--- src/rtl/spim_pkg.sv ---
package spim_pkg;

   parameter int unsigned SPIM_DIV_W = 3;

   typedef enum logic {
      ORDER_MSB = 1'b0,
      ORDER_LSB = 1'b1
   } spim_order_e;

   typedef struct packed {
      logic        cpha;
      logic        wide;
      spim_order_e order;
   } spim_fmt_t;

endpackage

--- src/rtl/spim_baud.sv ---
module spim_baud #(
   parameter int unsigned DIV_W = 3
) (
   input  logic             clk,
   input  logic             rst_n,
   input  logic             run,
   input  logic [DIV_W-1:0] code,
   output logic             tick
);
   localparam int unsigned CNT_W = 1 << DIV_W;

   logic [CNT_W-1:0] cnt_q;
   logic [CNT_W-1:0] limit;

   // half period of sck is 2^code system clocks
   assign limit = (CNT_W'(1) << code) - CNT_W'(1);
   assign tick  = run && (cnt_q == limit);

   always_ff @(posedge clk or negedge rst_n) begin
      if (!rst_n)
         cnt_q <= '0;
      else if (!run || tick)
         cnt_q <= '0;
      else
         cnt_q <= cnt_q + CNT_W'(1);
   end
endmodule

--- src/rtl/spim_shift.sv ---
module spim_shift
   import spim_pkg::*;
#(
   parameter int unsigned WIDE_W   = 16,
   parameter int unsigned NARROW_W = 8
) (
   input  logic              clk,
   input  logic              rst_n,
   input  logic              load,
   input  logic [WIDE_W-1:0] tx_word,
   input  spim_fmt_t         fmt_in,
   input  logic              tick,
   input  logic              miso,
   output logic              mosi,
   output logic              done,
   output logic [WIDE_W-1:0] rx_word
);
   localparam int unsigned EC_W = $clog2(2 * WIDE_W + 1);
   localparam int unsigned KW   = $clog2(WIDE_W);

   spim_fmt_t         fmt_q;
   logic [WIDE_W-1:0] tx_q;
   logic [WIDE_W-1:0] rx_q;
   logic [WIDE_W-1:0] rx_next;
   logic [EC_W-1:0]   ecnt_q;
   logic              mosi_q;

   logic [EC_W-1:0]   edge_n;
   logic [EC_W-1:0]   nbits;
   logic [EC_W-1:0]   nbits_in;
   logic [EC_W-1:0]   samp_k;
   logic [EC_W-1:0]   drive_k;
   logic [EC_W-1:0]   samp_pos;
   logic [EC_W-1:0]   drive_pos;
   logic [EC_W-1:0]   first_pos;
   logic              is_samp;
   logic              drive_ok;

   function automatic logic [EC_W-1:0] bit_pos(input logic [EC_W-1:0] k,
                                               input logic            lsb,
                                               input logic [EC_W-1:0] n);
      return lsb ? k : (n - EC_W'(1) - k);
   endfunction

   assign edge_n    = ecnt_q + EC_W'(1);
   assign nbits     = fmt_q.wide ? EC_W'(WIDE_W) : EC_W'(NARROW_W);
   assign nbits_in  = fmt_in.wide ? EC_W'(WIDE_W) : EC_W'(NARROW_W);
   assign is_samp   = edge_n[0] != fmt_q.cpha;
   assign samp_k    = (edge_n - EC_W'(1) - EC_W'(fmt_q.cpha)) >> 1;
   assign drive_k   = (edge_n - EC_W'(fmt_q.cpha)) >> 1;
   assign drive_ok  = drive_k < nbits;
   assign samp_pos  = bit_pos(samp_k, fmt_q.order == ORDER_LSB, nbits);
   assign drive_pos = bit_pos(drive_k, fmt_q.order == ORDER_LSB, nbits);
   assign first_pos = bit_pos('0, fmt_in.order == ORDER_LSB, nbits_in);
   assign done      = tick && (edge_n == (nbits << 1));

   // per-bit capture lanes
   for (genvar i = 0; i < WIDE_W; i++) begin : g_cap
      assign rx_next[i] = (tick && is_samp && samp_pos == EC_W'(i)) ? miso : rx_q[i];
   end

   assign rx_word = rx_next;
   assign mosi    = mosi_q;

   always_ff @(posedge clk or negedge rst_n) begin
      if (!rst_n) begin
         fmt_q  <= '0;
         tx_q   <= '0;
         rx_q   <= '0;
         ecnt_q <= '0;
         mosi_q <= 1'b0;
      end else if (load) begin
         fmt_q  <= fmt_in;
         tx_q   <= tx_word;
         rx_q   <= '0;
         ecnt_q <= '0;
         if (!fmt_in.cpha)
            mosi_q <= tx_word[first_pos[KW-1:0]];
      end else if (tick) begin
         ecnt_q <= edge_n;
         rx_q   <= rx_next;
         if (!is_samp && drive_ok)
            mosi_q <= tx_q[drive_pos[KW-1:0]];
      end
   end
endmodule

--- src/rtl/spim_rxhold.sv ---
module spim_rxhold #(
   parameter int unsigned WIDE_W = 16
) (
   input  logic              clk,
   input  logic              rst_n,
   input  logic              done,
   input  logic [WIDE_W-1:0] word_in,
   input  logic              rd,
   output logic [WIDE_W-1:0] data_out,
   output logic              ready
);
   always_ff @(posedge clk or negedge rst_n) begin
      if (!rst_n) begin
         data_out <= '0;
         ready    <= 1'b0;
      end else if (done) begin
         data_out <= word_in;
         ready    <= 1'b1;
      end else if (rd) begin
         ready    <= 1'b0;
      end
   end
endmodule

--- src/rtl/spi_master_engine.sv ---
module spi_master_engine
   import spim_pkg::*;
#(
   parameter int unsigned WIDE_W   = 16,
   parameter int unsigned NARROW_W = 8,
   parameter int unsigned DIV_W    = SPIM_DIV_W
) (
   input  logic              clk,
   input  logic              rst_n,
   input  logic              cfg_cpol,
   input  logic              cfg_cpha,
   input  logic              cfg_wide,
   input  logic              cfg_lsb_first,
   input  logic [DIV_W-1:0]  cfg_div,
   input  logic              cs_sel,
   input  logic              tx_wr,
   input  logic [WIDE_W-1:0] tx_data,
   output logic              tx_empty,
   input  logic              rx_rd,
   output logic [WIDE_W-1:0] rx_data,
   output logic              rx_ready,
   output logic              sck,
   output logic              mosi,
   output logic              cs_n,
   input  logic              miso
);
   if (NARROW_W == 0 || NARROW_W >= WIDE_W) begin : g_bad_width
      $error("NARROW_W must be nonzero and below WIDE_W");
   end
   if (DIV_W == 0 || DIV_W > 5) begin : g_bad_div
      $error("DIV_W must lie in 1..5");
   end

   logic             busy_q;
   logic             sck_q;
   logic             csn_q;
   logic [DIV_W-1:0] div_q;
   logic             load;
   logic             tick;
   logic             done;
   logic [WIDE_W-1:0] rx_word;
   spim_fmt_t        fmt_in;

   assign load   = tx_wr && !busy_q;
   assign fmt_in = '{cpha: cfg_cpha, wide: cfg_wide,
                     order: cfg_lsb_first ? ORDER_LSB : ORDER_MSB};

   spim_baud #(.DIV_W(DIV_W)) u_baud (
      .clk  (clk),
      .rst_n(rst_n),
      .run  (busy_q),
      .code (div_q),
      .tick (tick)
   );

   spim_shift #(.WIDE_W(WIDE_W), .NARROW_W(NARROW_W)) u_shift (
      .clk    (clk),
      .rst_n  (rst_n),
      .load   (load),
      .tx_word(tx_data),
      .fmt_in (fmt_in),
      .tick   (tick),
      .miso   (miso),
      .mosi   (mosi),
      .done   (done),
      .rx_word(rx_word)
   );

   spim_rxhold #(.WIDE_W(WIDE_W)) u_rx (
      .clk     (clk),
      .rst_n   (rst_n),
      .done    (done),
      .word_in (rx_word),
      .rd      (rx_rd),
      .data_out(rx_data),
      .ready   (rx_ready)
   );

   always_ff @(posedge clk or negedge rst_n) begin
      if (!rst_n) begin
         busy_q <= 1'b0;
         sck_q  <= 1'b0;
         csn_q  <= 1'b1;
         div_q  <= '0;
      end else begin
         csn_q <= !cs_sel;
         if (load) begin
            busy_q <= 1'b1;
            div_q  <= cfg_div;
         end else if (done) begin
            busy_q <= 1'b0;
         end
         if (!busy_q)
            sck_q <= cfg_cpol;
         else if (tick)
            sck_q <= !sck_q;
      end
   end

   assign tx_empty = !busy_q;
   assign sck      = sck_q;
   assign cs_n     = csn_q;
endmodule

--- config.mk ---
export PLATFORM = sky130hd
export DESIGN_NAME = spi_master_engine
export DESIGN_NICKNAME = d
export VERILOG_FILES = /design/src/rtl/spim_pkg.sv /design/src/rtl/spim_baud.sv /design/src/rtl/spim_shift.sv /design/src/rtl/spim_rxhold.sv /design/src/rtl/spi_master_engine.sv
export SDC_FILE = /design/constraint.sdc
export NUM_CORES = 1
export LEC_CHECK = 0
export CAP_MARGIN = 0
export CORE_MARGIN = 2
export CORE_UTILIZATION = 60
export CTS_CLUSTER_SIZE = 20
export DETAILED_ROUTE_END_ITERATION = 10
export DONT_BUFFER_PORTS = 1
export GPL_TIMING_DRIVEN = 0
export PLACE_DENSITY = 0.87
export SKIP_CTS_REPAIR_TIMING = 1
export SYNTH_ARGS = -nofsm -noshare
export SYNTH_HDL_FRONTEND = slang
export SYNTH_SLANG_ARGS = --single-unit
--- constraint.sdc ---
create_clock -name clk -period 4.7 [get_ports clk]
set_input_delay 0.94 -clock clk [delete_from_list [all_inputs] [get_ports clk]]
set_output_delay 0.94 -clock clk [all_outputs]
set_load 0.03 [all_outputs]
==> flow_summary.ini, run 1 <==
[clocking]
ctsRootBufferMaster = clkbuf_8
cts_max_path_buffers = 2
cts_buffers = 9
clkSinkCount = 73
clock_latency_ns = 0.36
h-tree-depth = 3
cts_tree = built
cts.clk_slew.worst_paths_ns = 0.08

[grt]
grtUsageTotal = 0.259
use_met2 = 0.431
grt_start_max_net_pins = 74
antenna_found_initial = 0
grtUsageMet3 = 0.0528
use_met1 = 0.324
grt_pass1_wl_um = 17100
grt_pass1_vias = 3705
overflow = 0
busiest_layer = met2

[yosys]
syn_avg_cell_area_um2 = 8.76
ys_seq_area_frac = 0.410
synth_top_family_by_area = simple AND/OR/NAND/NOR gates
synth.area.mux_share = 0.0443
synthSimpleGateAreaFrac = 0.210
ys_types = 62
syn_nets = 548
async_flop_share = 1.00
synth_edf_count = 0
synth_top_flop_cell = dfrtp_1
syn_inst = 509
synth_compound_area_frac = 0.196
synth-xor-area-share = 0.0513
synth_seq_cells = 73
synthesis.area_mm2 = 0.00446
synthAdderAreaFrac = 0.0281
yosys_warnings = 0

[setup_path]
rr_startpoint = u_shift.ecnt_q[0]
critPathKind = flip-flop to flip-flop
slowest_delay_ns = 0.50
crit_fanout = 10
critPathSlowestCell = dfrtp_1
path_common_cell = ha_1
endpoint_kind = flip-flop
crit_chain = ha_1 -> inv_1 -> ha_1 -> or4b_4 -> o31ai_4 -> xnor2_2 -> inv_2 -> ha_1 -> nor3_1 -> nor2_1 -> nor4b_1 -> or2_1 -> buf_2 -> buf_4 -> o2111ai_1 -> mux2i_1 -> o21ai_1
required_ns = 4.93
cp_data_arrival_time_ns = 4.58
startpoint = u_shift.ecnt_q[0]
critPathLaunchType = flip-flop

[sta]
layout_min_cycle_time_ns = 4.35
worst_slew_pin_slew_ns = 0.750
finalCritPeriodShare = 0.925
fin_setup_tns_ns = 0
relSlewSlack = 0.498
hold_violations = 0
timing.hold.ws_ns = 0.266
clock.fmax_mhz = 230
slew_viol_final = 0
finalClockSkew_ns = 0.00515
setup_viol = 0
rsz0062_at_grt = false

[floorplanning]
num_rows = 31
initial_core_util = 0.618
die_area_mm2 = 0.00814
die_h_um = 90.2
die_w_um = 90.2
io_pins = 50
core_mm2 = 0.00721

[pwr]
p_leak_nw = 2.15
p_int_mw = 1.97
clock_power_share = 0.120
swShare = 0.500
switching_power_mw = 1.97
p_total_mw = 3.94
p_comb_frac = 0.598
vdd_drop_max_v = 0.000448
p_seq_frac = 0.282
p_per_area_mw_per_mm2 = 825

[finish]
drive_gt1_frac = 0.116
instances_no_fill = 624
stdcell_area_mm2 = 0.00478
final_common_cell = nand2_1
fillers = 606
n_antenna_cell = 0
area_delta_synth_final_pct = 7.07
final_cell_mix = nand2_1 (105), dfrtp_1 (72), inv_1 (31)
layout.nets = 559

[routing]
drt_wl_total_um = 10100
vias = 3805
viasPerCell = 6.10
dr.pass1.iters = 5
wl_per_cell_um = 16.2
drt-initial-drc-count = 279
drcViolationCount = 0
antenna_left = 0

[hold_path]
hold_class = input port to asynchronous set/reset pin

[place]
placed_cells = 608
gp_congestion = 0.914
dpl_cell_area_mm2 = 0.00458
io_buffers = 0
dpl.hpwl_um = 7150

[outcome]
status = complete, no violations

[job]
cap_violations = 0
==> Yosys cell counts (5+ instances only) <==
library cell | count | share of area
nand2_1 | 105 | 0.088
dfrtp_1 | 72 | 0.40
inv_1 | 31 | 0.026
nor2_1 | 29 | 0.024
nand3_1 | 28 | 0.031
a21oi_1 | 23 | 0.026
o22ai_1 | 23 | 0.032
o21ai_0 | 14 | 0.016
clkbuf_1 | 13 | 0.011
mux2i_1 | 13 | 0.029
buf_2 | 12 | 0.013
o2111ai_1 | 12 | 0.024
o21ai_1 | 12 | 0.013
ha_1 | 10 | 0.028
xor2_1 | 9 | 0.018
xnor2_1 | 7 | 0.014
mux2_2 | 6 | 0.015
nand2b_1 | 6 | 0.0084
nor3_1 | 6 | 0.0067
o211ai_1 | 5 | 0.0084
==> stage by stage <==
stage | setup slack (ns) | utilization
6_report | 0.355 | 0.662
2_1_floorplan | 0.983 | -
4_1_cts | 0.417 | 0.662
5_1_grt | 0.101 | 0.662
3_3_place_gp | 0.581 | 0.635
3_5_place_dp | 0.456 | 0.635
==> layout make-up <==
type	count	area [um^2]	share of cell area
clock buffers	12	165	0.0346
flip-flops and latches	73	1830	0.383
well taps	99	124	0.0259
clock inverters	4	26.3	0.00550
multi-input cells	374	2360	0.495
plain buffers	30	150	0.0314
inverters	32	120	0.0252
==> path summary, 6_finish.rpt <==
check / endpoint / slack, ns / depth (start not counted)
min: u_rx.data_out[9] / 0.27 / 0
min in group clk: u_shift.tx_q[13] / 0.48 / 2
max: u_rx.data_out[2] / 0.35 / 17
min reg2reg: u_shift.tx_q[13] / 0.48 / 2
max reg2reg: u_rx.data_out[2] / 0.35 / 17
max in group asynchronous: cs_n / 4.25 / 0
==> flip-flops by register name (all words and copies together) (netlist names) <==
name,count
sck,1
busy_q,1
u_shift.ecnt_q,6
u_shift.rx_q,16
u_shift.tx_q,16
u_rx.data_out,16
u_shift.fmt_q,3
cs_n,1
div_q,3
u_baud.cnt_q,8
u_rx.ready,1
u_shift.mosi,1
==> worst max-delay path, delay by kind of cell, from the launching register on <==
family / cells / cell delay, ns
AOI/OAI and AO/OA: 3 / 0.38
xor gates and xnor gates: 1 / 0.24
adders and majority gates: 3 / 1.03
buffers and inverters: 4 / 0.63
DFF: 1 / 0.50
muxes: 1 / 0.26
and+or+nand+nor: 5 / 1.16
==> power groups by stage <==
stage,combinational [mW],sequential [mW],clock (mW)
4_1_cts,2.31,1.10,0.477
3_5_place_dp,2.28,1.11,0
3_3_place_gp,2.17,1.10,0
6_report,2.36,1.11,0.473
5_1_grt,2.59,1.14,0.501
2_1_floorplan,1.86,1.05,0
==> cell families (layout without fill, tap and decap cells) <==
group           count (synthesis)  in the layout
simple gates                  202            202
xor+xnor                       21             21
buf+inv                        62             78
fa+ha+maj                      10             10
compound gates                122            122
flops                          73             73
mux                            19             19
==> metal layers <==
metal	up-vias	share of wire	wire, um
li1	1820	-	-
met3	21	0.077	777
met1	1800	0.42	4280
met5	-	0	0
met4	0	0.024	241
met2	164	0.48	4800
No activity file was read; power rests on OpenSTA's default activity.
==> run 2, diff against run 1 <==
Settings changed: CORE_UTILIZATION 60 to 57, DONT_BUFFER_PORTS 1 to default, PLACE_DENSITY 0.87 to 0.92.
==> run 2 against run 1 <==
Against the previous run:
- worst hold slack improved by 0.22 ns
- flip-flop and latch count did not move
- sequential power fell by 5%
- highest routed layer unchanged
- largest power group unchanged
- first-iteration DRC count rose by 18%
- routed wire length rose by 6.0%
- clock skew rose by 0.0045 ns
==> flow_summary.ini, run 2 (same netlist as run 1, synthesis figures left out) <==
[outcome]
status = complete, no violations

[finish]
stdcell_area_mm2 = 0.00529
layout.nets = 607
drive_gt1_frac = 0.108
reg.largest.list = u_rx.data_out x16, u_shift.rx_q x16, u_shift.tx_q x16
final_cell_mix = nand2_1 (105), dfrtp_1 (72), clkdlybuf4s50_1 (47)
fillers = 580
final_common_cell = nand2_1
n_antenna_cell = 0
area_delta_synth_final_pct = 18.7

[clocking]
cts.clk_slew.worst_paths_ns = 0.08
cts_buffers = 9
h-tree-depth = 3
cts_tree = built
cts_max_path_buffers = 2
clock_latency_ns = 0.35
ctsRootBufferMaster = clkbuf_8
clkSinkCount = 73

[sta]
relSlewSlack = 0.409
fin_setup_tns_ns = 0
finalCritPeriodShare = 0.913
layout_min_cycle_time_ns = 4.29
worst_slew_pin_slew_ns = 0.887
hold_violations = 0
slew_viol_final = 0
setup_viol = 0
rsz0062_at_grt = false
finalClockSkew_ns = 0.00969
clock.fmax_mhz = 233

[setup_path]
slowest_delay_ns = 0.50
crit_chain = ha_1 -> inv_1 -> ha_1 -> or4b_4 -> o31ai_4 -> xnor2_2 -> inv_2 -> ha_1 -> nor3_1 -> nor2_1 -> nor4b_1 -> or2_1 -> buf_2 -> buf_4 -> o2111ai_1 -> a21oi_1 -> o22ai_1
critPathLaunchType = flip-flop
crit_fanout = 10
required_ns = 4.93
critPathKind = flip-flop to flip-flop
critPathSlowestCell = dfrtp_1
endpoint_kind = flip-flop
cp_data_arrival_time_ns = 4.52
path_common_cell = ha_1

[pwr]
p_seq_frac = 0.254
swShare = 0.489
p_per_area_mw_per_mm2 = 783
p_int_mw = 2.12
vdd_drop_max_v = 0.000396
p_total_mw = 4.14
clock_power_share = 0.136
p_comb_frac = 0.610
p_leak_nw = 2.36
switching_power_mw = 2.02

[floorplanning]
core_mm2 = 0.00765
io_pins = 50
num_rows = 32
initial_core_util = 0.583
die_h_um = 92.5
die_w_um = 92.5
die_area_mm2 = 0.00855

[grt]
antenna_found_initial = 0
grt_start_max_net_pins = 74
grt_pass1_wl_um = 17900
grtUsageTotal = 0.263
overflow = 0
grt_pass1_vias = 3863

[routing]
viasPerCell = 6.03
drt_wl_total_um = 10700
drt-initial-drc-count = 329
vias = 4067
dr.pass1.iters = 7
drcViolationCount = 0
wl_per_cell_um = 15.9
antenna_left = 0

[place]
gp_congestion = 0.925
dpl.hpwl_um = 7720
dpl_cell_area_mm2 = 0.00507
io_buffers = 48

[hold_path]
hold_class = flip-flop to flip-flop

[job]
cap_violations = 0
## run 2: changes by cell type in the layout (fill, tap and decap cells not counted)
cell             before  now
clkdlybuf4s50_1       0   47
bufinv_16             0    2
clkbuf_8             12   10
buf_4                 4    5
clkinv_2              2    1
inv_6                 0    1
## run 2: power by group through the flow
| stage | logic (mW) | clock network [mW] | registers [mW] |
|---|---|---|---|
| after global placement | 2.30 | 0 | 1.04 |
| final | 2.53 | 0.562 | 1.05 |
| after global routing | 2.76 | 0.593 | 1.08 |
| after detailed placement | 2.45 | 0 | 1.06 |
| after CTS | 2.48 | 0.563 | 1.05 |
| after floorplan | 1.86 | 0 | 1.05 |
## run 2: final timing paths
check | startpoint | cells after the start | endpoint | slack (ns)
max in group asynchronous | rst_n | 1 | u_shift.ecnt_q[1] | 3.42
max reg2reg | u_shift.ecnt_q[0] | 17 | u_shift.rx_q[9] | 0.41
min in group asynchronous | rst_n | 1 | u_rx.data_out[9] | 0.72
max | u_shift.ecnt_q[0] | 17 | u_shift.rx_q[9] | 0.41
min reg2reg | u_shift.tx_q[6] | 2 | u_shift.tx_q[6] | 0.49
min | u_shift.tx_q[6] | 2 | u_shift.tx_q[6] | 0.49
## run 2: critical path, delay by kind of cell (launching register included)
| family | cells | cell delay [ns] |
|---|---|---|
| AND/OR/NAND/NOR | 5 | 1.15 |
| adder cells (fa/ha/maj) | 3 | 1.05 |
| buffers and inverters | 4 | 0.63 |
| AO/OA/AOI/OAI | 4 | 0.59 |
| flip-flops | 1 | 0.50 |
| XOR/XNOR | 1 | 0.23 |
## run 2: area by class of cell
type / count / area [um^2] / share of cell area
Multi-Input combinational cell: 374 / 2360 / 0.446
Tap cell: 102 / 128 / 0.0241
Clock inverter: 6 / 90.1 / 0.0170
Sequential cell: 73 / 1830 / 0.345
Clock buffer: 10 / 138 / 0.0260
Buffer: 30 / 150 / 0.0284
Inverter: 32 / 120 / 0.0227
Timing Repair Buffer: 48 / 478 / 0.0903
## run 2: stage by stage
step | util | instances | setup WS (ns) | hold slack (ns)
after floorplan | - | 509 | 0.983 | 0.446
after global placement | 0.663 | 659 | 0.293 | 0.467
after detailed placement | 0.662 | 659 | 0.489 | 0.476
after CTS | 0.692 | 675 | 0.457 | 0.483
after global routing | 0.692 | 675 | 0.128 | 0.510
final | 0.692 | 675 | 0.411 | 0.485
## run 2: per-layer routing
| layer | track usage | vias up | share of wire | wire, um |
|---|---|---|---|---|
| met5 | 0 | - | 0 | 0 |
| met4 | 0.0970 | 0 | 0.021 | 221 |
| met3 | 0.0431 | 25 | 0.066 | 709 |
| met2 | 0.455 | 205 | 0.50 | 5310 |
| met1 | 0.331 | 1915 | 0.42 | 4460 |
| li1 | - | 1922 | - | - |
